File: src/rtl/vx_mul_pkg.sv
package vx_mul_pkg;
  // Inputs handled by one elementary counter.
  localparam int GROUP_W = 5;
  // Largest compressor tier, in elementary groups (20 inputs).
  localparam int MAX_GROUPS = 4;

  // Number of AND terms of weight k for two n-bit operands.
  function automatic int ppCount(input int k, input int n);
    if (k < 0 || k > 2 * n - 2) return 0;
    return (k < n) ? k + 1 : 2 * n - 1 - k;
  endfunction

  // Lowest multiplier index present in column k.
  function automatic int ppOffset(input int k, input int n);
    return (k < n) ? 0 : k - n + 1;
  endfunction

  // Compressor tier (groups of GROUP_W) for a given input count.
  function automatic int tierGroups(input int inputs);
    int g;
    g = (inputs + GROUP_W - 1) / GROUP_W;
    if (g < 1) g = 1;
    return g;
  endfunction
endpackage

File: src/rtl/vx_count5.sv
module vx_count5 (
  input  logic [4:0] bitsIn,
  output logic [2:0] onesCnt
);
  always_comb begin
    onesCnt = 3'(bitsIn[0]) + 3'(bitsIn[1]) + 3'(bitsIn[2])
            + 3'(bitsIn[3]) + 3'(bitsIn[4]);
  end


  always_comb begin
    count5_ones_chk: assert (32'(onesCnt) == $countones(bitsIn))
      else $error("5-input counter mismatch");
  end
endmodule

File: src/rtl/vx_compressor.sv
module vx_compressor #(
  parameter int GROUPS = 1,
  parameter int CNT_W  = 5,
  localparam int IN_W  = GROUPS * vx_mul_pkg::GROUP_W
) (
  input  logic [IN_W-1:0]  colBits,
  output logic [CNT_W-1:0] colCount
);
  logic [2:0] groupCnt [GROUPS];

  for (genvar g = 0; g < GROUPS; g++) begin : grpGen
    vx_count5 u_cnt (
      .bitsIn  (colBits[g*5 +: 5]),
      .onesCnt (groupCnt[g])
    );
  end

  always_comb begin
    colCount = '0;
    for (int g = 0; g < GROUPS; g++) begin
      colCount = colCount + CNT_W'(groupCnt[g]);
    end
  end


  always_comb begin
    tier_ones_chk: assert (32'(colCount) == $countones(colBits))
      else $error("compressor tier count mismatch");
  end
endmodule

File: src/rtl/vx_mul16.sv
module vx_mul16 #(
  parameter int N     = 16,
  parameter int CNT_W = 5,
  localparam int COLS = 2 * N,
  localparam int CARRY_SLOTS = CNT_W - 1
) (
  input  logic [N-1:0]    a,
  input  logic [N-1:0]    b,
  output logic [COLS-1:0] data_out
);
  import vx_mul_pkg::*;

  logic [COLS-1:0] spillBits;

  for (genvar k = 0; k < COLS; k++) begin : colGen
    localparam int PP  = ppCount(k, N);
    localparam int OFF = ppOffset(k, N);
    localparam int GRP = tierGroups(PP + CARRY_SLOTS);
    localparam int IW  = GRP * GROUP_W;

    logic [IW-1:0]    colIn;
    logic [CNT_W-1:0] cnt;

    for (genvar s = 0; s < IW; s++) begin : slotGen
      if (s < PP) begin : ppSlot
        assign colIn[s] = a[s + OFF] & b[k - s - OFF];
      end else if (s < PP + CARRY_SLOTS) begin : carrySlot
        localparam int D = s - PP + 1;
        if (k - D >= 0) begin : fromBelow
          assign colIn[s] = colGen[k - D].cnt[D];
        end else begin : noSource
          assign colIn[s] = 1'b0;
        end
      end else begin : padSlot
        assign colIn[s] = 1'b0;
      end
    end

    vx_compressor #(
      .GROUPS (GRP),
      .CNT_W  (CNT_W)
    ) u_comp (
      .colBits  (colIn),
      .colCount (cnt)
    );

    assign data_out[k] = cnt[0];

    if (k + CARRY_SLOTS > COLS - 1) begin : spillGen
      assign spillBits[k] = |cnt[CNT_W-1 : COLS-k];
    end else begin : noSpill
      assign spillBits[k] = 1'b0;
    end
  end


  always_comb begin
    no_spill_chk: assert (spillBits == '0)
      else $error("carry forwarded beyond the top column");
  end


  always_comb begin
    lsb_term_chk: assert (data_out[0] == (a[0] & b[0]))
      else $error("bit 0 is not a0 AND b0");
  end


  always_comb begin
    full_product_chk: assert (data_out == COLS'(COLS'(a) * COLS'(b)))
      else $error("product mismatch");
  end
endmodule

File: config.mk
export PLATFORM = sky130hd
export DESIGN_NAME = vx_mul16
export DESIGN_NICKNAME = d
export VERILOG_FILES = /design/src/rtl/vx_mul_pkg.sv /design/src/rtl/vx_count5.sv /design/src/rtl/vx_compressor.sv /design/src/rtl/vx_mul16.sv
export SDC_FILE = /design/constraint.sdc
export NUM_CORES = 1
export LEC_CHECK = 0
export CELL_PAD_IN_SITES_DETAIL_PLACEMENT = 1
export CELL_PAD_IN_SITES_GLOBAL_PLACEMENT = 1
export CORE_AREA = 2 2 185 133
export DETAILED_ROUTE_END_ITERATION = 10
export DIE_AREA = 0 0 187 135
export PLACE_DENSITY = 0.86
export SYNTH_ARGS = -nofsm -noshare
export SYNTH_HDL_FRONTEND = slang
export SYNTH_SLANG_ARGS = --single-unit
File: constraint.sdc
create_clock -name vclk -period 95.1
set_input_delay 19.02 -clock vclk [all_inputs]
set_output_delay 19.02 -clock vclk [all_outputs]
set_load 0.05 [all_outputs]
---- Word-level counts from Yosys, hierarchy flattened ----
Index checks and enable logic that the tools add are counted.
storage, ports and cells
  flip-flop bits (word level) ............. 0
operators by class
  $add $sub $neg .......................... 334
  bitwise operators ....................... 256
operators with widths
  cell                                         count
  adder 3 x 1 -> 3 bit                         192
  bitwise AND 1 bit                            256
  adder 1 x 1 -> 2 bit                         78
  adder 5 x 3 -> 5 bit                         24
  adder 3 x 3 -> 4 bit                         25
  adder 5 x 1 -> 5 bit                         3
  adder 3 x 1 -> 3 bit, second input constant  4
  adder 2 x 1 -> 2 bit                         2
  adder 3 x 1 -> 4 bit, second input constant  1
  adder 1 bit                                  2
  adder 1 x 1 -> 2 bit, second input constant  1
  adder 2 x 1 -> 2 bit, second input constant  1
  adder 1 bit, second input constant           1

---- Longest topological paths before layout ----
Gate-level depths: netlist of run 1.
  depth in word-level cells ............... 114
  depth in mapped cells ................... 180
  depth with buffers taken out ............ 179

---- Cells and area by module ----
A second synthesis of run 1 with hierarchy kept.
unflattened totals
  cells, all modules ...................... 1528
  area total of the unflattened synthesis .. 12973.7 um^2
by module, submodules not included
  module                                  instances  cells an instance  area each (um^2)
  vx_count5                               89         8                  71.3
  vx_compressor at colGen[11].u_comp ...  9          22                 222.7
  vx_mul16                                1          289                1913.1
  vx_compressor at colGen[10].u_comp ...  10         18                 158.9
  vx_compressor at colGen[1].u_comp ...   10         14                 106.4
  vx_compressor at colGen[0].u_comp ...   3          3                  18.8

---- Worst setup path before layout of run 1 ----
No wires, ideal clock.
  path kind ............................... input to output
  start ................................... input port a[0]
  end ..................................... output port data_out[31]
  arrival ................................. 68.765 ns
  data required time ...................... 76.080 ns
  path slack .............................. 7.315 ns
  cell stages on the path ................. 177
  buffers on the path ..................... 1
  cell sequence ........................... clkbuf_1 > and2_1 > ha_1 > fa_1 > ha_1 > fa_1 > ha_1 > inv_1 > fa_1 > inv_1 > ha_1 > ha_1 > inv_1 > fa_1 > fa_1 > inv_1 > ha_1 > fa_1 > (+141 left out) > inv_1 > fa_1 > fa_1 > fa_1 > inv_1 > ha_1 > fa_1 > fa_1 > fa_1 > ha_1 > fa_1 > inv_1 > fa_1 > inv_1 > ha_1 > xor2_1 > xnor2_1 > xnor2_1
between the ends
  word-level cells in the longest chain between the ends .. 114
  elaborated cells on any way between the ends .. 204
  classes of those cells .................. add/sub: 189; bitwise: 15
ends and longest elaborated chain
  element                             RTL line             RTL
  start: declaration                  vx_mul16.sv:7        input logic [N-1:0] a,
  bitwise AND 1 bit                   vx_mul16.sv:26       assign colIn[s] = a[s + OFF] & b[k - s - OFF];
  adder 1 x 1 -> 2 bit                vx_count5.sv:6       onesCnt = 3'(bitsIn[0]) + 3'(bitsIn[1]) + 3'(bitsIn[2])
  adder 3 x 1 -> 3 bit                vx_count5.sv:6
  adder 3 x 1 -> 3 bit (2 in series)  vx_count5.sv:7       + 3'(bitsIn[3]) + 3'(bitsIn[4]);
  adder 3 x 1 -> 4 bit                vx_compressor.sv:21  colCount = colCount + CNT_W'(groupCnt[g]);
  adder 1 x 1 -> 2 bit                vx_count5.sv:6
  adder 3 x 3 -> 4 bit                vx_compressor.sv:21
  adder 1 x 1 -> 2 bit                vx_count5.sv:6
  (+95 left out)                      n/a
  adder 3 x 1 -> 3 bit (2 in series)  vx_count5.sv:7
  adder 3 x 1 -> 3 bit                vx_compressor.sv:21
  adder 1 x 1 -> 2 bit                vx_count5.sv:6
  adder 2 x 1 -> 2 bit                vx_count5.sv:6
  adder 2 x 1 -> 2 bit (2 in series)  vx_count5.sv:7
  adder 1 bit                         vx_count5.sv:6
  adder 1 bit *                       vx_count5.sv:6
  adder 1 bit *                       vx_count5.sv:7
  end: declaration                    vx_mul16.sv:9        output logic [COLS-1:0] data_out
Every way passes the cells marked *; elsewhere a longest branch is shown, timed or not.

---- Worst setup path in the final report of run 1 ----
  start ................................... input port b[2]
  end ..................................... output port data_out[31]
between the ends
  word-level cells in the longest chain between the ends .. 114
  elaborated cells on any way between the ends .. 183
  classes of those cells .................. add/sub: 167; bitwise: 16
ends and longest elaborated chain
  element                             RTL line             RTL
  start: declaration                  vx_mul16.sv:8        input logic [N-1:0] b,
  bitwise AND 1 bit                   vx_mul16.sv:26
  adder 1 x 1 -> 2 bit                vx_count5.sv:6
  adder 3 x 1 -> 3 bit                vx_count5.sv:6
  adder 3 x 1 -> 3 bit (2 in series)  vx_count5.sv:7
  adder 3 x 1 -> 4 bit                vx_compressor.sv:21
  adder 1 x 1 -> 2 bit                vx_count5.sv:6
  adder 3 x 3 -> 4 bit                vx_compressor.sv:21
  adder 1 x 1 -> 2 bit                vx_count5.sv:6
  (+95 left out)                      n/a
  adder 3 x 1 -> 3 bit (2 in series)  vx_count5.sv:7
  adder 3 x 1 -> 3 bit                vx_compressor.sv:21
  adder 1 x 1 -> 2 bit                vx_count5.sv:6
  adder 2 x 1 -> 2 bit                vx_count5.sv:6
  adder 2 x 1 -> 2 bit (2 in series)  vx_count5.sv:7
  adder 1 bit                         vx_count5.sv:6
  adder 1 bit *                       vx_count5.sv:6
  adder 1 bit *                       vx_count5.sv:7
Marks and branches as above.

==> summary.txt, run 1 <==
STA
  – Final setup viols: 0
  – FMAX: 10.96 MHz
  – Fin Setup TNS: 0 ps
  – RSZ-0062 raised after global routing: no
  – Slew headroom: 0.4635
  – Min Tclk post-route: 91250 ps
  – Hold Vio Cnt, Final: 0
  – Max-slew violations: 0
  – Fin crit share: 0.9596
  – Worst Max-Slew Pin Slew: 802.2 ps

Cells and area
  – Commonest non-fill, non-tap cell in the layout: inv_1
  – Clock buffers: 0
  – ANT cells: 0
  – Synthesis-to-finish area growth: 9.525%
  – Multi-input logic area: around 0.0099 mm^2
  – Commonest cells after routing, fill and taps aside: inv_1 (403), ha_1 (277), fa_1 (190)
  – Filler cells: 2791
  – Sequential Area: 0 um^2
  – Number of flip-flops and latches: 0
  – Fraction of layout cells with a size suffix above 1: 0.02758
  – Layout Nets: 1879

Job
  – Maxcap violations: 0

Drt
  – DR vias/cell: between 5 and 6
  – Via Count: 8755
  – Max Used Layer: met4
  – WL met2: around 16 mm
  – Iter 0 DRT Violations: 336
  – Detail Route met3 WL: 1.074 mm
  – DR WL/cell: 19.08 um
  – Routed met1 length: about 15 mm
  – Routed WL: 32.36 mm
  – DRC: 0
  – First-pass iteration count of the detailed router: 4
  – Post-route ant nets: 0

Global route
  – Largest net degree at the start of global routing: 17
  – Vias in the first global route: 10230
  – GR Util All Layers: 0.2662
  – Initial antenna violation count: 2
  – First-pass GRT wire length: 52.75 mm
  – Grt ovf: 0

Die
  – Site Rows: between 40 and 50
  – Starting Density: 0.4935
  – I/O pins: 64
  – Core area: about 0.023 mm^2
  – Die W: 187 um
  – Die ar.: 0.02525 mm^2
  – DIE HEIGHT: 135 um

Synth
  – Yosys cell types: 24
  – Post-synthesis sequential area ratio: 0
  – Syn_nets: 1819
  – Synth area leaders: fa_1 (33%), ha_1 (30%), inv_1 (13%), and2_1 (9.4%), a21o_1 (3.6%)
  – Mean Syn Cell Area: 8.728 um^2
  – Post-Synthesis Cells: 1320
  – Yosys warning total: 0
  – Area leader, netlist: fa_1
  – Top-area cell type share of the netlist area: 0.3301
  – Synthesized area: ~0.012 mm^2

Min path
  – Worst hold path depth: 4
  – Min-delay src: a[0]
  – HP Class: in -> out
  – Hold EP: data_out[0]

Worst setup path
  – Kind of critical path: in -> out
  – WP data arrival: around 72000 ps
  – Cell repeated most along the worst path: fa_1
  – Max stage delay on crit path: between 800 and 900 ps
  – Worst Path Required: 76080 ps
  – Crit start category: input port
  – Crit-path slowest cell: clkdlybuf4s50_1
  – Crit Path Max Fanout: 16
  – Setup crit end kind: output pin

CTS
  – Setup Fix Bufs, Post-CTS: 0
  – Resized cells post-CTS: 0
  – CTS Hold Buffers Added: 0

Placement
  – Final Wtd Congestion: between 0.8 and 0.9
  – Port buffer count: 64
  – Post-DP HPWL: 27.63 mm

Status
  – Outcome: finished clean
## layout make-up
class | instances | share of cell area
timing repair buffer | 90 | 0.06624
multi-input combinational | 883 | 0.7818
inverter | 405 | 0.1205
tap | 318 | 0.03153
## logic make-up after synthesis
kind of cell / count (synthesis) / share of synthesized area
fa+ha+maj: 467 / 0.6310
compound gates: 85 / 0.05126
buf+inv: 437 / 0.1438
simple gates: 274 / 0.1293
xor+xnor: 57 / 0.04463
## through the flow
step	setup WS [ps]	instances	cell area (um^2)	utilization	hold WS (ps)
final	3846	1696	12620	0.5405	39570
after global routing	1854	1696	12620	0.5405	39580
after CTS	3720	1696	12620	0.5405	39550
after detailed placement	3800	1696	12620	0.5405	39540
after global placement	5113	1696	12620	0.5405	39510
after floorplan	7315	1320	11520	-	38320
## how the worst max path moves through the flow
| stage | start | to | slack [ps] | cells past startpoint |
|---|---|---|---|---|
| 2_1_floorplan | a[0] | data_out[31] | 7320 | 177 |
| 3_3_place_gp | b[2] | data_out[31] | 5110 | 178 |
| 3_5_place_dp | b[2] | data_out[31] | 3800 | 180 |
| 4_1_cts | b[2] | data_out[31] | 3720 | 180 |
| 5_1_grt | b[2] | data_out[31] | 1850 | 180 |
| 6_report | b[2] | data_out[31] | 3850 | 180 |
## worst max-delay path, delay by kind of cell
kind,cells,cell delay [ps]
xor gates and xnor gates,3,510
buffers and inverters,54,4560
and+or+nand+nor,1,390
adders and majority gates,122,47720
## layer usage
| metal | track usage | vias to the layer above |
|---|---|---|
| met4 | 0.04938 | 0 |
| met2 | 0.4855 | 194 |
| met5 | 0 | - |
| li1 | - | 4002 |
| met3 | 0.01559 | 61 |
| met1 | 0.3540 | 4498 |
## cell usage after synthesis (all sizes together)
| master | count |
|---|---|
| inv | 405 |
| ha | 277 |
| fa | 190 |
| and2 | 174 |
| nand2 | 85 |
| a21o | 56 |
| xnor2 | 30 |
| a21oi | 27 |
| xor2 | 27 |
| clkbuf | 19 |
| buf | 13 |
| nor2 | 7 |
| nor2b | 2 |
| nor3b | 2 |
| nand3 | 1 |
| nand3b | 1 |
| nor3 | 1 |
| o21ai | 1 |
| o21bai | 1 |
| or2 | 1 |
Power of run 1 is left out: the tool's default activity adds up to more than one toggle a clock period on the data nets, which glitch-free logic cannot reach.
==> run 2, diff against run 1 <==
Settings changed: MAX_ROUTING_LAYER from default to met4.
==> summary.txt, run 2 (synthesized netlist as in run 1, its figures left out) <==
Drt
  – Post-route ant nets: 0 (unchanged)
  – DR vias/cell: 5.148 (-0.27%)
  – Routed WL: 32.34 mm (about the same)
  – Iter 0 DRT Violations: 366 (+8.9%)
  – DRC: 0 (unchanged)
  – Via Count: 8731 (-0.27%)
  – DR WL/cell: 19.07 um (about the same)
  – First-pass iteration count of the detailed router: 4 (unchanged)

Cells and area
  – Commonest non-fill, non-tap cell in the layout: inv_1
  – Commonest cells after routing, fill and taps aside: inv_1 (403), ha_1 (277), fa_1 (190)
  – Fraction of layout cells with a size suffix above 1: 0.02758 (unchanged)
  – Synthesis-to-finish area growth: 9.525% (unchanged)
  – ANT cells: 0 (unchanged)
  – Number of flip-flops and latches: 0 (unchanged)
  – Layout Nets: 1879 (unchanged)
  – Clock buffers: 0 (unchanged)
  – Sequential Area: 0 um^2 (unchanged)
  – Filler cells: 2791 (unchanged)

Die
  – Starting Density: 0.4935 (unchanged)
  – Die ar.: 0.02525 mm^2 (unchanged)
  – Core area: 0.02335 mm^2 (unchanged)
  – DIE HEIGHT: 135 um (unchanged)
  – Die W: 187 um (unchanged)
  – Site Rows: 47 (unchanged)
  – I/O pins: 64 (unchanged)

STA
  – Final setup viols: 0 (unchanged)
  – Slew headroom: 0.4607 (-0.002823)
  – Hold Vio Cnt, Final: 0 (unchanged)
  – RSZ-0062 raised after global routing: no
  – FMAX: 10.96 MHz (about the same)
  – Max-slew violations: 0 (unchanged)
  – Worst Max-Slew Pin Slew: 806.4 ps (+4.222 ps)
  – Fin Setup TNS: 0 ps (unchanged)
  – Min Tclk post-route: 91230 ps (-20.98 ps)
  – Fin crit share: 0.9593 (about the same)

Worst setup path
  – Worst Path Required: 76080 ps (about the same)
  – Kind of critical path: in -> out
  – Crit path from: b[2]
  – WP data arrival: 72210 ps (-20 ps)
  – Cell repeated most along the worst path: fa_1
  – Delay-heaviest family, CP: adder cells
  – Crit path buf inv count: 54 (unchanged)
  – Crit Path Max Fanout: 16 (unchanged)
  – Crit start category: input port
  – Setup crit end kind: output pin
  – Max stage delay on crit path: 840 ps (about the same)
  – Crit-path slowest cell: clkdlybuf4s50_1

Min path
  – Worst hold path depth: 4 (unchanged)
  – Min-delay src: a[0]
  – Hold EP: data_out[0]
  – HP Class: in -> out

CTS
  – CTS Hold Buffers Added: 0 (unchanged)
  – Resized cells post-CTS: 0 (unchanged)
  – Setup Fix Bufs, Post-CTS: 0 (unchanged)

Placement
  – Post-DP HPWL: 27.63 mm (unchanged)
  – Final Wtd Congestion: 0.8319 (+1.5%)
  – Port buffer count: 64 (unchanged)

Global route
  – Vias in the first global route: 10220 (-0.11%)
  – Initial antenna violation count: 2 (unchanged)
  – GR Util All Layers: 0.2747 (+0.008486)
  – First-pass GRT wire length: 52.81 mm (+0.10%)
  – Largest net degree at the start of global routing: 17 (unchanged)
  – Grt ovf: 0 (unchanged)

Job
  – Maxcap violations: 0 (unchanged)

Status
  – Outcome: finished clean
run 2: cell counts in the layout (fill, tap and decap cells not counted):
No cell type changed its count.
run 2: layout make-up:
| cell class | count | area, um^2 | area share |
|---|---|---|---|
| repair buffers | 90 | 835.8 | 0.06624 |
| inverters | 405 | 1520 | 0.1205 |
| multi-input cells | 883 | 9864 | 0.7818 |
| well taps | 318 | 397.9 | 0.03153 |
run 2: through the flow:
stage | hold WS [ps] | setup WS (ps) | util | cell area, um^2 | cells
floorplan | 38320 | 7315 | - | 11520 | 1320
global placement | 39510 | 5113 | 0.5405 | 12620 | 1696
detailed placement | 39540 | 3800 | 0.5405 | 12620 | 1696
CTS | 39550 | 3720 | 0.5405 | 12620 | 1696
global route | 39580 | 1854 | 0.5405 | 12620 | 1696
finish | 39560 | 3867 | 0.5405 | 12620 | 1696
run 2: how the worst max path moves through the flow:
stage	end	slack, ps	depth (start not counted)
after floorplan	data_out[31]	7320	177
after global placement	data_out[31]	5110	178
after detailed placement	data_out[31]	3800	180
after CTS	data_out[31]	3720	180
after global routing	data_out[31]	1850	180
final	data_out[31]	3870	180
run 2: per-layer routing:
layer  track usage  vias to the layer above  routed length (um)  share of wire
met1        0.3558                     4479               14730           0.46
met5             -                        -                   0              0
met3       0.01507                       60                1054          0.033
li1              -                     4001                   -              -
met4       0.04718                        0                 521          0.016
met2        0.4860                      191               16040           0.50
Power of run 2 is left out for the same reason.
